===== config.mk =====
export PLATFORM = sky130hd
export DESIGN_NAME = mdio_mgmt_ctrl
export DESIGN_NICKNAME = d
export VERILOG_FILES = /design/src/rtl/mdio_pkg.sv /design/src/rtl/mdio_clkgen.sv /design/src/rtl/mdio_frame_ser.sv /design/src/rtl/mdio_mgmt_ctrl.sv
export SDC_FILE = /design/constraint.sdc
export NUM_CORES = 1
export LEC_CHECK = 0
export ABC_AREA = 1
export ABC_CLOCK_PERIOD_IN_PS = 2200
export BUFFER_PORTS_ARGS = -buffer_cell sky130_fd_sc_hd__buf_4
export CORE_MARGIN = 3
export CORE_UTILIZATION = 50
export CTS_BUF_LIST = sky130_fd_sc_hd__clkbuf_8
export DETAILED_ROUTE_END_ITERATION = 10
export HOLD_SLACK_MARGIN = 0.08
export PLACE_DENSITY = 0.71
export SLEW_MARGIN = 40
export SYNTH_ARGS = -nofsm -noshare
export SYNTH_HDL_FRONTEND = slang
export SYNTH_HIERARCHICAL = 1
export SYNTH_SLANG_ARGS = --single-unit

===== constraint.sdc =====
create_clock -name clk -period 2.2 [get_ports clk]
set_input_delay 0.11 -clock clk [delete_from_list [all_inputs] [get_ports clk]]
set_output_delay 0.11 -clock clk [all_outputs]
set_load 0.01 [all_outputs]

===== src/rtl/mdio_pkg.sv =====
package mdio_pkg;
  localparam int PRE_LEN   = 32;
  localparam int PHY_W     = 5;
  localparam int REG_W     = 5;
  localparam int DAT_W     = 16;
  localparam int FRAME_LEN = PRE_LEN + 4 + PHY_W + REG_W + 2 + DAT_W;
  localparam int CNT_W     = $clog2(FRAME_LEN);
  localparam int TA_IDX    = PRE_LEN + 4 + PHY_W + REG_W;
  localparam int DAT_IDX   = TA_IDX + 2;

  localparam int CB_REG_LO = 0;
  localparam int CB_PHY_LO = REG_W;
  localparam int CB_WR     = PHY_W + REG_W;
  localparam int CB_BUSY   = 15;

  localparam logic SEL_CTRL = 1'b0;
  localparam logic SEL_DATA = 1'b1;

  typedef struct packed {
    logic             wr;
    logic [PHY_W-1:0] phy;
    logic [REG_W-1:0] regn;
  } mgmt_cmd_t;

  localparam int CMD_W = $bits(mgmt_cmd_t);

  function automatic logic [FRAME_LEN-1:0] build_frame(mgmt_cmd_t c, logic [DAT_W-1:0] d);
    logic [1:0] op;
    logic [1:0] ta;
    logic [DAT_W-1:0] body;
    op   = c.wr ? 2'b01 : 2'b10;
    ta   = c.wr ? 2'b10 : 2'b00;
    body = c.wr ? d : '0;
    return {{PRE_LEN{1'b1}}, 2'b01, op, c.phy, c.regn, ta, body};
  endfunction
endpackage


===== src/rtl/mdio_clkgen.sv =====
module mdio_clkgen #(
  parameter int DIV_W = 8
) (
  input  logic             clk,
  input  logic             rst_n,
  input  logic             run,
  input  logic [DIV_W-1:0] div_half,
  output logic             mdc,
  output logic             rise_tk,
  output logic             fall_tk
);
  logic [DIV_W-1:0] cnt_q, cnt_n;
  logic             mdc_q, mdc_n;
  logic             tick;

  assign tick    = run && (cnt_q == div_half);
  assign rise_tk = tick && !mdc_q;
  assign fall_tk = tick && mdc_q;
  assign mdc     = mdc_q;

  always_comb begin
    cnt_n = cnt_q;
    mdc_n = mdc_q;
    if (!run) begin
      cnt_n = '0;
      mdc_n = 1'b0;
    end else if (tick) begin
      cnt_n = '0;
      mdc_n = !mdc_q;
    end else begin
      cnt_n = cnt_q + 1'b1;
    end
  end

  always_ff @(posedge clk or negedge rst_n) begin
    if (!rst_n) begin
      cnt_q <= '0;
      mdc_q <= 1'b0;
    end else begin
      cnt_q <= cnt_n;
      mdc_q <= mdc_n;
    end
  end
endmodule


===== src/rtl/mdio_frame_ser.sv =====
module mdio_frame_ser
  import mdio_pkg::*;
(
  input  logic             clk,
  input  logic             rst_n,
  input  logic             start,
  input  mgmt_cmd_t        cmd,
  input  logic [DAT_W-1:0] wdata,
  input  logic             rise_tk,
  input  logic             fall_tk,
  input  logic             mdio_i,
  output logic             active,
  output logic             mdio_o,
  output logic             mdio_oe,
  output logic             rdone,
  output logic [DAT_W-1:0] rresult
);
  logic [FRAME_LEN-1:0] sh_q, sh_n;
  logic [CNT_W-1:0]     idx_q, idx_n, idx_inc;
  logic                 act_q, act_n;
  logic                 oe_q, oe_n;
  logic                 rd_q, rd_n;
  logic [DAT_W-1:0]     cap_q, cap_n;
  logic                 last_bit;
  logic                 done;

  assign idx_inc  = idx_q + 1'b1;
  assign last_bit = (idx_q == CNT_W'(FRAME_LEN - 1));
  assign done     = act_q && fall_tk && last_bit;
  assign rdone    = done && rd_q;
  assign rresult  = cap_q;
  assign active   = act_q;
  assign mdio_o   = sh_q[FRAME_LEN-1];
  assign mdio_oe  = oe_q;

  always_comb begin
    sh_n  = sh_q;
    idx_n = idx_q;
    act_n = act_q;
    oe_n  = oe_q;
    rd_n  = rd_q;
    cap_n = cap_q;
    if (start && !act_q) begin
      sh_n  = build_frame(cmd, wdata);
      idx_n = '0;
      act_n = 1'b1;
      oe_n  = 1'b1;
      rd_n  = !cmd.wr;
    end else if (act_q) begin
      if (rise_tk && rd_q && (idx_q >= CNT_W'(DAT_IDX))) begin
        cap_n = {cap_q[DAT_W-2:0], mdio_i};
      end
      if (fall_tk) begin
        if (last_bit) begin
          act_n = 1'b0;
          oe_n  = 1'b0;
        end else begin
          idx_n = idx_inc;
          sh_n  = {sh_q[FRAME_LEN-2:0], 1'b0};
          oe_n  = !(rd_q && (idx_inc >= CNT_W'(TA_IDX)));
        end
      end
    end
  end

  always_ff @(posedge clk or negedge rst_n) begin
    if (!rst_n) begin
      sh_q  <= '0;
      idx_q <= '0;
      act_q <= 1'b0;
      oe_q  <= 1'b0;
      rd_q  <= 1'b0;
      cap_q <= '0;
    end else begin
      sh_q  <= sh_n;
      idx_q <= idx_n;
      act_q <= act_n;
      oe_q  <= oe_n;
      rd_q  <= rd_n;
      cap_q <= cap_n;
    end
  end
endmodule


===== src/rtl/mdio_mgmt_ctrl.sv =====
module mdio_mgmt_ctrl
  import mdio_pkg::*;
#(
  parameter int DIV_W  = 8,
  parameter int HOST_W = 32
) (
  input  logic              clk,
  input  logic              rst_n,
  input  logic              host_wr,
  input  logic              host_sel,
  input  logic [HOST_W-1:0] host_wdata,
  input  logic              host_rsel,
  output logic [HOST_W-1:0] host_rdata,
  input  logic [DIV_W-1:0]  div_half,
  output logic              mdc,
  output logic              mdio_o,
  output logic              mdio_oe,
  input  logic              mdio_i
);
  mgmt_cmd_t        cmd_q, cmd_n;
  logic [DAT_W-1:0] data_q, data_n;
  logic             busy;
  logic             ctrl_wr, data_wr, launch;
  logic             rise_tk, fall_tk;
  logic             rdone;
  logic [DAT_W-1:0] rresult;
  logic             unused_hi;

  assign ctrl_wr   = host_wr && (host_sel == SEL_CTRL);
  assign data_wr   = host_wr && (host_sel == SEL_DATA);
  assign launch    = ctrl_wr && !busy;
  assign unused_hi = ^{1'b0, host_wdata[HOST_W-1:CB_WR+1]};

  always_comb begin
    cmd_n = cmd_q;
    if (launch) begin
      cmd_n.wr   = host_wdata[CB_WR];
      cmd_n.phy  = host_wdata[CB_PHY_LO +: PHY_W];
      cmd_n.regn = host_wdata[CB_REG_LO +: REG_W];
    end
  end

  always_comb begin
    data_n = data_q;
    if (rdone) begin
      data_n = rresult;
    end else if (data_wr) begin
      data_n = host_wdata[DAT_W-1:0];
    end
  end

  always_ff @(posedge clk or negedge rst_n) begin
    if (!rst_n) begin
      cmd_q  <= '0;
      data_q <= '0;
    end else begin
      cmd_q  <= cmd_n;
      data_q <= data_n;
    end
  end

  always_comb begin
    host_rdata = '0;
    if (host_rsel == SEL_DATA) begin
      host_rdata[DAT_W-1:0] = data_q;
    end else begin
      host_rdata[CB_REG_LO +: REG_W] = cmd_q.regn;
      host_rdata[CB_PHY_LO +: PHY_W] = cmd_q.phy;
      host_rdata[CB_WR]              = cmd_q.wr;
      host_rdata[CB_BUSY]            = busy;
    end
  end

  mdio_clkgen #(.DIV_W(DIV_W)) u_clkgen (
    .clk      (clk),
    .rst_n    (rst_n),
    .run      (busy),
    .div_half (div_half),
    .mdc      (mdc),
    .rise_tk  (rise_tk),
    .fall_tk  (fall_tk)
  );

  mdio_frame_ser u_ser (
    .clk     (clk),
    .rst_n   (rst_n),
    .start   (launch),
    .cmd     (cmd_n),
    .wdata   (data_q),
    .rise_tk (rise_tk),
    .fall_tk (fall_tk),
    .mdio_i  (mdio_i),
    .active  (busy),
    .mdio_o  (mdio_o),
    .mdio_oe (mdio_oe),
    .rdone   (rdone),
    .rresult (rresult)
  );
endmodule


==> results summary <==
The run finished with clean final reports. Summed over all nets, the half-perimeter wirelength after detailed placement is between 8 and 9 mm. The slowest stage of the critical path belongs to the cell sky130_fd_sc_hd__dfrtp_1. After clock tree synthesis, the clock-pin slew on the worst setup and hold paths is approximately 0.070 ns.

The post-synthesis cell area is just under 0.006 mm^2. The switching fraction of total power came out at 29.60%. The remaining design rule violation count came out at 0.

The clock passes through at most 2 buffers. The worst setup path is launched from a register. Setup repair after global routing could not meet its margin everywhere.

For the worst-skew pair, the clock arrives at the later sink with an insertion delay of 0.43 ns. The first-pass detailed-route iteration total came out at 5. The area fraction of the dominant cell type after synthesis came out at 53.16%. The initial antenna violation count is 0. In the post-synthesis netlist, the biggest area contributors are sky130_fd_sc_hd__dfrtp_1 53%, sky130_fd_sc_hd__nand2_1 16%, sky130_fd_sc_hd__o22a_1 4.2%, sky130_fd_sc_hd__inv_1 3.8%, sky130_fd_sc_hd__nand3_1 3.1%. The die covers 0.01311 mm^2.

The count of warnings emitted by yosys is 6. The hold violation count in the final report is 0. The number of vias per cell after detailed routing came out at 5.101. The multi-input combinational cells in the finished layout cover a total of 0.002275 mm^2. In this run the worst path has a maximum fanout of 31.

The share of power burned in registers is 49.8%. In this run the most critical hold path is launched from host_sel. The number of global-route vias before repair came out at about 4600. The count of final max-slew check failures came out at 0. The critical register-to-register path startpoint is u_clkgen/cnt_q[6]$_DFF_PN0_. Based on the critical path, the design can be clocked at up to 488.6 MHz. The library cell appearing most often on the critical path is sky130_fd_sc_hd__nand2_1. The I/O pin count came out at 81. The library cell used most frequently in the layout, excluding fill and tap cells, is sky130_fd_sc_hd__nand2_1. After the first detailed-routing iteration, the DRC count stood at 322. The initial cell density of the core is 52.67%.

The analysis attributes to cell leakage a power of 3.592 nW. The critical path starts at u_clkgen/cnt_q[6]$_DFF_PN0_. For the final database, setup skew stands at 0.01041 ns. In the final routed layout, each cell accounts on average for 13.67 um.

The post-synthesis cell count came out at between 600 and 700. The residual antenna-violating net count after detailed routing came out at 0. The cell depth of the worst min-delay path is 5. STA classifies the critical path endpoint as a register.

Traced cell by cell, the critical path runs through inv_1 -> nand2_1 -> nand2_1 -> nor2_1 -> nand2_1 -> nor2_2 -> nand2_1 -> nor2_1 -> nand2_1 -> buf_4 -> inv_2 -> nand2_8 -> buf_6 -> o22a_1. The headroom to the max-slew limit came out at ~63%. Synthesis inferred 125 register bits.

The peak supply drop is ~540 uV. The unique cell type count in the Yosys netlist is 31. The required time at the worst-slack endpoint is 2.51 ns.

Clock tree synthesis selected as its root buffer the cell sky130_fd_sc_hd__clkbuf_8. The final period demand of the worst path came out at 2.047 ns. The delay contributed by the slowest stage of the critical path came out at 0.37 ns. The number of standard cells in the layout, taps in and fillers out came out at 929. The worst-margin pin slew came out at 0.5519 ns. In this run the vertical extent of the chip is 114.5 um. The overall overflow remaining after global route is 0.

The library cells used most frequently in the layout, excluding fill and tap cells, are 251 x sky130_fd_sc_hd__nand2_1, 125 x sky130_fd_sc_hd__dfrtp_1, 63 x sky130_fd_sc_hd__inv_1, 63 x sky130_fd_sc_hd__buf_4, 37 x sky130_fd_sc_hd__nand3_1. The fraction of the cycle the final worst path needs is between 90 and 100%. The total negative setup slack is 0 ns. The total number of H-tree levels is 4. The mean instance size in the synthesized netlist came out at 8.418 um^2. The design internal power came out at 4.462 mW. The number of clock sinks is 125. The aggregate global-route resource usage came out at 19.59%. The area of the core is roughly 0.011 mm^2. The count of inserted antenna diode cells is 0. After the last flow step, the layout net total stands at 826. The number of enable flip-flop cells after synthesis came out at 0. The area growth from synthesis to layout is 19.92%. The CTS tree is built. Summed over all nets, the switching power comes to 1.876 mW. The number of cells on the worst reg-to-reg path came out at 14. The proportion of power drawn by combinational gates came out at between 15 and 20%.

The weighted congestion reported at the end of routability-driven placement is 0.8175. The total CTS buffers is 17. In the synthesized netlist the async set-or-reset flop fraction comes to 100.0%. Entering global routing, the biggest net connects 60 pins.

Setup violations remaining at the end of the flow were counted as 0. For this run, the leading register cell type out of synthesis is sky130_fd_sc_hd__dfrtp_1. The path category of the worst min-delay check is input port to register. For this block, the routed nets add up to 12.70 mm of wire. The library cell with the largest summed area after synthesis is sky130_fd_sc_hd__dfrtp_1. The number of placed instances, taps included, is 870. The post-route netlist has around 15% of its cells at a drive strength greater than 1. The wire length of the first global-routing pass is approximately 21 mm. Per report_power, the clock group accounts for 30.3% of the total.

The power density of the placed cells is 898.3 mW/mm^2. The total via count after detailed routing came out at 4739. Max-cap violations in this run came to 0. The critical path is of the register to register type.

Counting the fill cells in the layout gives 908. The number of rows in the core area is 38. The design draws 6.339 mW. The critical path arrival is 2.36 ns. The number of port buffers is 48. The sequential cell area fraction in the yosys report came out at 53.16%.

Across the whole layout, storage elements account for 0.003128 mm^2. In this run the horizontal extent of the chip is about 110 um.
[synth_stat cells (4+ instances only)]
cell type and number:
sky130_fd_sc_hd__a21oi_1 13, sky130_fd_sc_hd__a22oi_1 10, sky130_fd_sc_hd__buf_2 21, sky130_fd_sc_hd__buf_4 19, sky130_fd_sc_hd__buf_6 4, sky130_fd_sc_hd__clkbuf_1 4
sky130_fd_sc_hd__dfrtp_1 125, sky130_fd_sc_hd__inv_1 60, sky130_fd_sc_hd__inv_2 8, sky130_fd_sc_hd__nand2_1 251, sky130_fd_sc_hd__nand2_4 4, sky130_fd_sc_hd__nand3_1 37
sky130_fd_sc_hd__nand4_1 11, sky130_fd_sc_hd__nor2_1 32, sky130_fd_sc_hd__nor3_1 4, sky130_fd_sc_hd__o21ai_0 18, sky130_fd_sc_hd__o21ai_1 22, sky130_fd_sc_hd__o22a_1 28
sky130_fd_sc_hd__o22ai_1 4, sky130_fd_sc_hd__xor2_1 4
[path summary, 6_finish.rpt]
check | to | slack (ns)
setup / recovery | u_ser/sh_q[59]$_DFFE_PN0P_ | 0.15
hold reg to reg | u_ser/sh_q[22]$_DFFE_PN0P_ | 0.48
setup reg to reg | u_ser/sh_q[59]$_DFFE_PN0P_ | 0.15
min in group asynchronous | u_clkgen/cnt_q[3]$_DFF_PN0_ | 0.20
max in group asynchronous | data_q[12]$_DFFE_PN0P_ | 1.23
hold / removal | cmd_q[4]$_DFF_PN0_ | 0.18
[power by group through the flow]
stage / Clock [mW] / Combinational (mW) / Sequential [mW]
3_5_place_dp: 0 / 1.22 / 3.19
6_report: 1.92 / 1.26 / 3.16
4_1_cts: 1.96 / 1.26 / 3.16
2_1_floorplan: 0 / 0.857 / 3.11
5_1_grt: 2.07 / 1.44 / 3.22
3_3_place_gp: 0 / 1.17 / 3.17
[layer usage]
layer  up-vias  GRT usage, %  share of wire, %
met1      2244         26.21                45
li1       2362             -                 -
met4         0         7.443               1.9
met3        25         4.545               4.3
met5         -             0                 0
met2       108         31.08                49
[flip-flops by register name, summed over array words and instances (netlist names)]
name and count:
u_ser/mdio_oe 1, cmd_q 11, u_ser/rresult 16, u_clkgen/cnt_q 8
u_ser/active 1, data_q 16, u_ser/sh_q 64, u_ser/rd_q 1
u_clkgen/mdc 1, u_ser/idx_q 6
[critical path, delay by kind of cell (launching register included)]
family	cells	cell delay (ns)
AO/OA/AOI/OAI	1	0.22
buffers and inverters	4	0.53
flip-flops	1	0.37
AND/OR/NAND/NOR	9	0.82
[through the flow]
stage / utilization [%] / worst slack (ns) / cell area, um^2 / hold slack [ns]
after floorplan: - / 0.3321 / 5941 / -0.1856
after global placement: 56.55 / 0.08756 / 6319 / 0.1353
after detailed placement: 56.55 / 0.04703 / 6319 / 0.1360
after CTS: 61.62 / 0.03066 / 6885 / 0.1511
after global routing: 63.16 / -0.04183 / 7057 / 0.2071
final: 63.16 / 0.1533 / 7057 / 0.1775
[cell type report]
type                       count  share of cell area, %
clock buffer                  20                  3.901
sequential                   125                  44.33
inverter                      70                  4.167
clock inverter                11                  1.436
tap                          140                  2.482
timing repair inverter         3                 0.3723
multi-input combinational    471                  32.23
timing repair buffer          89                  11.08
[cell families after synthesis]
group | share of synthesized area [%]
AND/OR/NAND/NOR | 24.18
flip-flops | 53.16
buffers and inverters | 9.781
AO/OA/AOI/OAI | 10.76
XOR/XNOR | 1.042
adder cells (fa/ha/maj) | 0.6380
multiplexers | 0.3827
other | 0.06373
[timing repair]
action,4_1_cts,5_1_grt
buffers inserted,0,5
setup endpoints to repair,0,79
hold buffers,19,0
resized for setup,0,11
endpoints found under the hold margin,67,0
No activity file was read; power rests on OpenSTA's default activity.
